===== src/rtl/i2c_bus_timer.sv =====
module i2c_bus_timer #(
  parameter int CNT_W  = 8,
  parameter int PRE_W  = 3,
  parameter int FILT_W = 4
) (
  input  logic              clk,
  input  logic              rst_n,
  input  logic              enable,
  input  logic [PRE_W-1:0]  prescale,
  input  logic [CNT_W-1:0]  t_low,
  input  logic [CNT_W-1:0]  t_high,
  input  logic [CNT_W-1:0]  t_sethold,
  input  logic [CNT_W-1:0]  t_dvalid,
  input  logic [FILT_W-1:0] flt_scl_w,
  input  logic [FILT_W-1:0] flt_sda_w,
  input  logic              start_i,
  input  logic              stop_i,
  input  logic              bit_i,
  input  logic              bit_val_i,
  input  logic              scl_i,
  input  logic              sda_i,
  output logic              scl_oe,
  output logic              sda_oe,
  output logic              done_o,
  output logic              rx_bit,
  output logic              scl_filt,
  output logic              sda_filt
);

  localparam int PC_W = (2 ** PRE_W) - 1;
  localparam logic [PC_W-1:0] PC_ONE = 1;

  typedef enum logic [3:0] {
    S_IDLE, S_HOLD, S_STH, S_RSL, S_RSS, S_BLO, S_BHI, S_PLO, S_PSU
  } st_t;

  st_t              st;
  logic [CNT_W-1:0] cnt, lim;
  logic [PC_W-1:0]  pre, pmask;
  logic             sda_drv, bitv, tick, ph_end, dv_hit;

  // glitch filters: index 0 = SDA, 1 = SCL
  logic [1:0]       raw, flt_q;
  logic [FILT_W-1:0] fw   [2];
  logic [FILT_W-1:0] fcnt [2];

  assign raw   = {scl_i, sda_i};
  assign fw[0] = flt_sda_w;
  assign fw[1] = flt_scl_w;

  for (genvar g = 0; g < 2; g++) begin : g_flt
    always_ff @(posedge clk or negedge rst_n) begin
      if (!rst_n) begin
        flt_q[g] <= 1'b1;
        fcnt[g]  <= '0;
      end else if (raw[g] == flt_q[g]) begin
        fcnt[g]  <= '0;
      end else if (fcnt[g] == fw[g]) begin
        flt_q[g] <= raw[g];
        fcnt[g]  <= '0;
      end else begin
        fcnt[g]  <= fcnt[g] + 1'b1;
      end
    end

    AST_FILT_NEEDS_INPUT: assert property (@(posedge clk) disable iff (!rst_n)
      !$stable(flt_q[g]) |-> $past(raw[g]) == flt_q[g]);
  end

  assign sda_filt = flt_q[0];
  assign scl_filt = flt_q[1];

  assign pmask  = (PC_ONE << prescale) - PC_ONE;
  assign tick   = &(pre | ~pmask);
  assign ph_end = tick && (cnt == lim);
  assign dv_hit = tick && (cnt == t_dvalid);

  always_comb begin
    case (st)
      S_STH, S_RSS, S_PSU: lim = t_sethold;
      S_RSL, S_BLO, S_PLO: lim = t_low;
      S_BHI:               lim = t_high;
      default:             lim = '0;
    endcase
  end

  always_ff @(posedge clk or negedge rst_n) begin
    if (!rst_n) begin
      st      <= S_IDLE;
      cnt     <= '0;
      pre     <= '0;
      sda_drv <= 1'b0;
      bitv    <= 1'b0;
      done_o  <= 1'b0;
      rx_bit  <= 1'b0;
    end else begin
      done_o <= 1'b0;
      pre    <= pre + 1'b1;
      if (!enable) begin
        st      <= S_IDLE;
        sda_drv <= 1'b0;
      end else begin
        case (st)
          S_IDLE: if (start_i) begin
            st <= S_STH; cnt <= '0; pre <= '0;
          end
          S_HOLD: if (start_i || stop_i || bit_i) begin
            cnt <= '0; pre <= '0;
            if (start_i)     st <= S_RSL;
            else if (stop_i) st <= S_PLO;
            else begin       st <= S_BLO; bitv <= bit_val_i; end
          end
          default: begin
            if (tick) cnt <= ph_end ? '0 : cnt + 1'b1;
            if (dv_hit || ph_end) begin
              if (st == S_RSL) sda_drv <= 1'b0;
              if (st == S_BLO) sda_drv <= ~bitv;
              if (st == S_PLO) sda_drv <= 1'b1;
            end
            if (ph_end) begin
              case (st)
                S_STH: begin st <= S_HOLD; sda_drv <= 1'b1; done_o <= 1'b1; end
                S_RSL: st <= S_RSS;
                S_RSS: st <= S_STH;
                S_BLO: st <= S_BHI;
                S_BHI: begin st <= S_HOLD; rx_bit <= sda_filt; done_o <= 1'b1; end
                S_PLO: st <= S_PSU;
                S_PSU: begin st <= S_IDLE; sda_drv <= 1'b0; done_o <= 1'b1; end
                default: st <= S_IDLE;
              endcase
            end
          end
        endcase
      end
    end
  end

  assign scl_oe = (st == S_HOLD) || (st == S_RSL) || (st == S_BLO) || (st == S_PLO);
  assign sda_oe = (st == S_STH) || (st == S_PSU) ||
                  (sda_drv && ((st == S_HOLD) || (st == S_BLO) || (st == S_BHI) ||
                               (st == S_PLO)  || (st == S_RSL)));

  AST_DISABLE_RELEASES: assert property (@(posedge clk) disable iff (!rst_n)
    !enable |=> !scl_oe && !sda_oe);
  AST_SDA_FALL_SCL_HIGH_ONLY_START: assert property (@(posedge clk) disable iff (!rst_n)
    !scl_oe && $rose(sda_oe) |-> st == S_STH);
  AST_DATA_STABLE_WHILE_HIGH: assert property (@(posedge clk) disable iff (!rst_n)
    st == S_BHI && $past(st) == S_BHI |-> $stable(sda_oe));
  AST_DONE_SINGLE: assert property (@(posedge clk) disable iff (!rst_n)
    done_o |=> !done_o);
  AST_HOLD_ONLY_AFTER_DONE: assert property (@(posedge clk) disable iff (!rst_n)
    st == S_HOLD && $past(st) != S_HOLD |-> done_o);

endmodule


===== config.mk =====
export PLATFORM = sky130hd
export DESIGN_NAME = i2c_bus_timer
export DESIGN_NICKNAME = d
export VERILOG_FILES = /design/src/rtl/i2c_bus_timer.sv
export SDC_FILE = /design/constraint.sdc
export NUM_CORES = 1
export LEC_CHECK = 0
export BUFFER_PORTS_ARGS = -buffer_cell sky130_fd_sc_hd__buf_2
export CORE_MARGIN = 5
export CORE_UTILIZATION = 40
export DETAILED_ROUTE_END_ITERATION = 10
export GPL_TIMING_DRIVEN = 0
export PLACE_DENSITY = 0.75
export REMOVE_ABC_BUFFERS = 1
export SLEW_MARGIN = 10
export SYNTH_ARGS = -nofsm -noshare
export SYNTH_HDL_FRONTEND = slang
export SYNTH_SLANG_ARGS = --single-unit

===== constraint.sdc =====
create_clock -name clk -period 2.69 [get_ports clk]
set_input_delay 0.269 -clock clk [delete_from_list [all_inputs] [get_ports clk]]
set_output_delay 0.269 -clock clk [all_outputs]
set_load 0.05 [all_outputs]

==> impl_metrics.tcl, run 1 <==
set metrics [dict create \
    critPathLaunchType "flip-flop" \
    grt_pass1_wl_mm 11.16 \
    cts.clk_slew.worst_paths_ps 70 \
    rsz0062_at_grt "true" \
    numCtsBuffers 5 \
    finalMaxSlewViolations 0 \
    post-route-period-util_pct 106.0 \
    synth_cell_types 59 \
    grt_max_degree 34 \
    synth_top_area_cell "dfrtp_1" \
    routed_via_density 5.783 \
    avgRoutedWirePerCell_um 15.48 \
    synth_seq_area_share_pct 31.81 \
    timing.max_cap.violations 0 \
    grt_pass1_vias 2333 \
    setup_viol 10 \
    fillCellCount 574 \
    multi_input_area_um2 1748 \
    area_growth_pct 26.14 \
    ios 58 \
    period_minus_slack_ps 2851 \
    max_freq_ghz 0.3507 \
    cp_max_fo 7 \
    skew_ps 4.183 \
    dp.cells 418 \
    synth_edf_count 0 \
    netlist_instances 302 \
    ir_drop_mv 0.4126 \
    finalHoldWorstSlack_ps 49.48 \
    dieArea_um2 8223 \
    cts_tree "yes" \
    ys.flop_type "dfrtp_1" \
    fp.dieW_um 90.68 \
    fin_setup_tns_ps -1082 \
    clk_latency_ps 280 \
    cp.arrival_ps 3010 \
    synth.area.top_cells "dfrtp_1 30%, xor2_1 5.7%, nor2_1 4.5%" \
    endpoint_kind "flip-flop" \
    synthArstFlopShare_pct 100.0 \
    ant_nets 0 \
    die_h_um 90.68 \
    antenna_cells 0 \
    total_power_mw 2.303 \
    drt_wl_total_mm 6.902 \
    port_buffers 57 \
    finalNonFillerCells 446 \
    final_cell_area_um2 3284 \
    firstDrtPassIters 5 \
    status "complete, but fails checks" \
    dpl_cell_area_um2 2892 \
    drive_above_1_share_pct 33.60 \
    antenna_found_initial 0 \
    worst_pin_slew_ps 744.2 \
    grt_overflow 0 \
    start_util_pct 41.00 \
    rows 29 \
    nets 425 \
    drcViolationCount 0 \
    netlist_top_cells_count "31 x dfrtp_1, 31 x nor2_1, 18 x nand2_1" \
    clock_path_buffers 2 \
    num_vias 2579 \
    avgSynthCellArea_um2 8.622 \
    drt_iter0_markers 296 \
    hold_buffers 0 \
    crit_type "flip-flop to flip-flop" \
    synth_top_area_share_pct 29.79 \
    powerDensity_nw_per_um2 701.2 \
    p_leak_nw 1.483 \
    ys_ff_latch 33 \
    grt_usage_pct 16.18 \
    gp_congestion 0.8457 \
    cts-root-buf "clkbuf_8" \
    clock_sinks 33 \
    cp.required_ps 2850 \
    synth-warning-count 0 \
    coreArea_um2 6350 \
    hold_violations 0 \
    regArea_um2 843.3 \
    synth_area_um2 2604 \
    slew_headroom_pct 50.39 \
    hold_class "input pin to async pin" \
    worst_slack_ps -161.3 \
    violations "negative setup slack" \
    hpwl_mm 4.642 \
    ctsHtreeMaxLevel 2 \
]
## worst paths after layout
check / from / to / slack [ps] / depth (start not counted)
min: rst_n / fcnt[1]$_DFF_PN0_ / 50 / 1
max in group asynchronous: rst_n / st[2]$_DFFE_PN0P_ / 2090 / 1
min in group clk: bit_val_i / bitv$_DFFE_PN0P_ / 230 / 2
max reg2reg: st[0]$_DFFE_PN0P_ / st[0]$_DFFE_PN0P_ / -160 / 12
min reg2reg: pre[0]$_DFF_PN0_ / pre[0]$_DFF_PN0_ / 480 / 1
max: st[0]$_DFFE_PN0P_ / st[0]$_DFFE_PN0P_ / -160 / 12
## repair_timing
item	CTS	global route
pin swaps	4	10
endpoints found under the hold margin	0	0
setup buffers	16	4
setup endpoints to repair	15	14
gates resized for setup	21	12
## per-stage QoR
step | util [%] | worst slack (ps)
final | 51.72 | -161.3
after CTS | 50.31 | -61.76
after global routing | 51.72 | -224.4
after detailed placement | 45.54 | -1048
after floorplan | - | -357.5
after global placement | 45.54 | -1009
## cells by family (layout without fill, tap and decap cells)
| kind of cell | after synthesis | count (layout) | share of synthesized area [%] |
|---|---|---|---|
| AO/OA/AOI/OAI | 69 | 69 | 18.74 |
| XOR/XNOR | 30 | 30 | 10.09 |
| adder cells (fa/ha/maj) | 5 | 5 | 2.403 |
| buffers and inverters | 28 | 95 | 5.045 |
| flip-flops | 33 | 33 | 31.81 |
| multiplexers | 12 | 12 | 4.901 |
| AND/OR/NAND/NOR | 125 | 125 | 27.01 |
## worst max-delay path, cell delays in order (launching register included)
cell,delay (ps)
dfrtp_4,530
buf_4,170
nor3b_4,210
buf_4,160
a32oi_1,60
and3_1,200
or4_1,560
nor4_4,190
buf_4,180
buf_6,130
buf_4,110
a21o_1,130
o41ai_2,80
## layer usage
metal  GRT usage (%)  vias to the layer above  part of all wire, %
li1                -                     1234                    -
met5               0                        -                    0
met4           6.824                        0                  3.3
met2           25.67                      106                   48
met1           20.84                     1209                   42
met3           4.000                       30                  6.5
## final cells by class
type	count	area share [%]
Timing Repair Buffer	77	13.90
Clock buffer	7	2.933
Tap cell	77	2.933
Clock inverter	1	0.1524
Inverter	10	1.181
Sequential cell	33	25.68
Multi-Input combinational cell	241	53.22
## sequential cells by signal, summed over array words and instances (netlist names), 4 cells and up
name  cells
st        4
fcnt      8
cnt       8
pre       7
## where the power goes
part | switching, mW | leakage [nW] | internal [mW] | total, mW
Sequential | 0.185 | 0.427 | 0.632 | 0.817
Clock | 0.173 | 0.0542 | 0.231 | 0.404
Combinational | 0.600 | 1.00 | 0.482 | 1.08
Total | 0.958 | 1.48 | 1.34 | 2.30
## cells in the final DEF (no fill, tap or decap), drive strengths merged, types with 3 or more instances in the layout
cell type and instances:
clkbuf 7, a211o 4, a21oi 16, xor2 17
or2 4, o21ai 12, ha 5, mux2i 6
nor2b 15, nand4 7, a22o 3, a221o 3
nor3 6, nand2b 3, dfrtp 31, nand2 19
or4 3, mux2 6, nand3 10, a32oi 11
inv 9, xnor2 13, nor4 3, a31oi 5
nor4b 4, and3 9, buf 77, nor2 31
No activity file was read; power rests on OpenSTA's default activity.
==> inputs of run 2 (changes only) <==
--- a/config.mk
+++ b/config.mk
@@ -6,11 +6,13 @@
 export NUM_CORES = 1
 export LEC_CHECK = 0
 export BUFFER_PORTS_ARGS = -buffer_cell sky130_fd_sc_hd__buf_2
+export CELL_PAD_IN_SITES_DETAIL_PLACEMENT = 1
+export CELL_PAD_IN_SITES_GLOBAL_PLACEMENT = 1
 export CORE_MARGIN = 5
-export CORE_UTILIZATION = 40
+export CORE_UTILIZATION = 37
 export DETAILED_ROUTE_END_ITERATION = 10
 export GPL_TIMING_DRIVEN = 0
-export PLACE_DENSITY = 0.75
+export PLACE_DENSITY = 0.88
 export REMOVE_ABC_BUFFERS = 1
 export SLEW_MARGIN = 10
 export SYNTH_ARGS = -nofsm -noshare
==> impl_metrics.tcl, run 2 (synthesized netlist as in run 1, its figures left out) <==
set metrics [dict create \
    cp_slowest_cell "or4_4" \
    comb_power_share_pct 49.8 \
    violations "negative setup slack" \
    powerDensity_nw_per_um2 699.7 \
    cts_tree "yes" \
    fillCellCount 832 \
    ios 58 \
    antenna_found_initial 0 \
    setup_viol 13 \
    start_util_pct 38.11 \
    rrSetupSlack_ps -230 \
    gp_congestion 0.7854 \
    hold_buffers 0 \
    dpl_cell_area_um2 2915 \
    cp_max_fo 8 \
    rr_worst_depth 10 \
    hold_violations 0 \
    hold_class "input pin to async pin" \
    rows 30 \
    hpwl_mm 5.469 \
    ir_drop_mv 0.2298 \
    swShare_pct 44.57 \
    cp.arrival_ps 3100 \
    finalHoldWorstSlack_ps 44.56 \
    ant_nets 0 \
    drcViolationCount 0 \
    routed_via_density 5.918 \
    period_minus_slack_ps 2922 \
    final_core_util_pct 49.23 \
    layout_common_cells "58 x buf_2, 30 x nor2_1, 27 x dfrtp_1" \
    grt_usage_pct 20.67 \
    clock_sinks 33 \
    final_common_cell "buf_2" \
    worst_pin_slew_ps 760.9 \
    crit_type "flip-flop to flip-flop" \
    r2r-start "st[2]$_DFFE_PN0P_" \
    clkPwrFrac_pct 15.7 \
    clock_path_buffers 2 \
    timing.max_cap.violations 0 \
    worst_slack_ps -232.4 \
    grt_pass1_vias 2970 \
    die_h_um 93.89 \
    drt_iter0_markers 163 \
    dp_worst_setup_slack_ps -1152 \
    numCtsBuffers 5 \
    dieArea_um2 8814 \
    max_freq_ghz 0.3422 \
    reg_top3 "cnt (8), fcnt (8), pre (7)" \
    nets 433 \
    avgRoutedWirePerCell_um 19.77 \
    finalMaxSlewViolations 0 \
    grt_max_degree 34 \
    slew_headroom_pct 49.28 \
    ctsHtreeMaxLevel 2 \
    endpoint_kind "flip-flop" \
    max_stage_delay_ps 550 \
    p_sw_mw 1.049 \
    critPathBufInv 3 \
    clk_latency_ps 300 \
    grt_overflow 0 \
    grt_pass1_wl_mm 14.30 \
    p_seq_share_pct 34.6 \
    p_leak_nw 1.514 \
    cts-root-buf "clkbuf_8" \
    drive_above_1_share_pct 33.95 \
    timing.rr.end "cnt[3]$_DFFE_PN0P_" \
    dp.cells 437 \
    cp_cell_sequence "buf_12 > o21a_4 > a32oi_1 > a21oi_1 > or4_4 > nor4_4 > buf_4 > buf_6 > nor3_1 > a221o_1" \
    rsz0062_at_grt "true" \
    critPathLaunchType "flip-flop" \
    cp.required_ps 2870 \
    finalNonFillerCells 474 \
    status "complete, but fails checks" \
    crit_path_start "st[2]$_DFFE_PN0P_" \
    internal_power_mw 1.304 \
    coreArea_um2 6832 \
    port_buffers 57 \
    fp.dieW_um 93.89 \
    post-route-period-util_pct 108.6 \
    area_growth_pct 29.17 \
    drt_wl_total_mm 9.372 \
    skew_ps 8.543 \
    num_vias 2805 \
    critPathTopFamily "simple AND/OR/NAND/NOR gates" \
    final_cell_area_um2 3363 \
    firstDrtPassIters 5 \
    cts.clk_slew.worst_paths_ps 70 \
]
-- run 2: worst max path at each step --
stage / cells after the start / end / slack, ps
global route: 11 / cnt[3]$_DFFE_PN0P_ / -270
detailed placement: 7 / cnt[3]$_DFFE_PN0P_ / -1150
CTS: 9 / st[2]$_DFFE_PN0P_ / -130
finish: 10 / cnt[3]$_DFFE_PN0P_ / -230
floorplan: 7 / cnt[3]$_DFFE_PN0P_ / -360
global placement: 7 / cnt[3]$_DFFE_PN0P_ / -990
-- run 2: area by class of cell --
class | instances | area [µm²] | area share, %
Multi-Input combinational cell | 241 | 1745 | 51.90
Antenna cell | 1 | 2.502 | 0.07440
Sequential cell | 33 | 843.3 | 25.07
Inverter | 10 | 38.79 | 1.153
Timing Repair Buffer | 85 | 533.0 | 15.85
Tap cell | 96 | 120.1 | 3.571
Clock buffer | 8 | 80.08 | 2.381
-- run 2: through the flow --
stage | setup TNS (ps) | power, mW
3_3_place_gp | -12450 | 1.714
6_report | -2040 | 2.353
5_1_grt | -2743 | 2.484
4_1_cts | -600.0 | 2.278
3_5_place_dp | -14760 | 1.769
2_1_floorplan | -3707 | 1.491
-- run 2: power groups by stage --
stage | Combinational, mW | Clock [mW] | Sequential, mW
after floorplan | 0.652 | 0 | 0.839
after global placement | 0.880 | 0 | 0.834
after detailed placement | 0.923 | 0 | 0.847
after CTS | 1.10 | 0.371 | 0.808
after global routing | 1.26 | 0.390 | 0.833
final | 1.17 | 0.368 | 0.814
-- run 2: worst register-to-register path, cell delays in order (launching register included) --
cell and delay, ps:
dfrtp_4 510, buf_12 150, o21a_4 230, a32oi_1 270, a21oi_1 120, or4_4 550, nor4_4 290, buf_4 200
buf_6 130, nor3_1 70, a221o_1 290
-- run 2: repair_timing --
item                       4_1_cts  5_1_grt
buffers inserted                25        3
pin swaps                       15        4
setup endpoints to repair       15       15
resized for setup               30        7
-- run 2: metal layers --
metal / vias up / share of wire (%) / global-route usage, % / wire length (µm)
li1: 1243 / - / - / -
met1: 1354 / 39 / 23.23 / 3619
met2: 155 / 51 / 35.60 / 4735
met4: 0 / 4.8 / 13.00 / 448
met5: - / 0 / 0 / 0
met3: 53 / 6.1 / 4.006 / 569
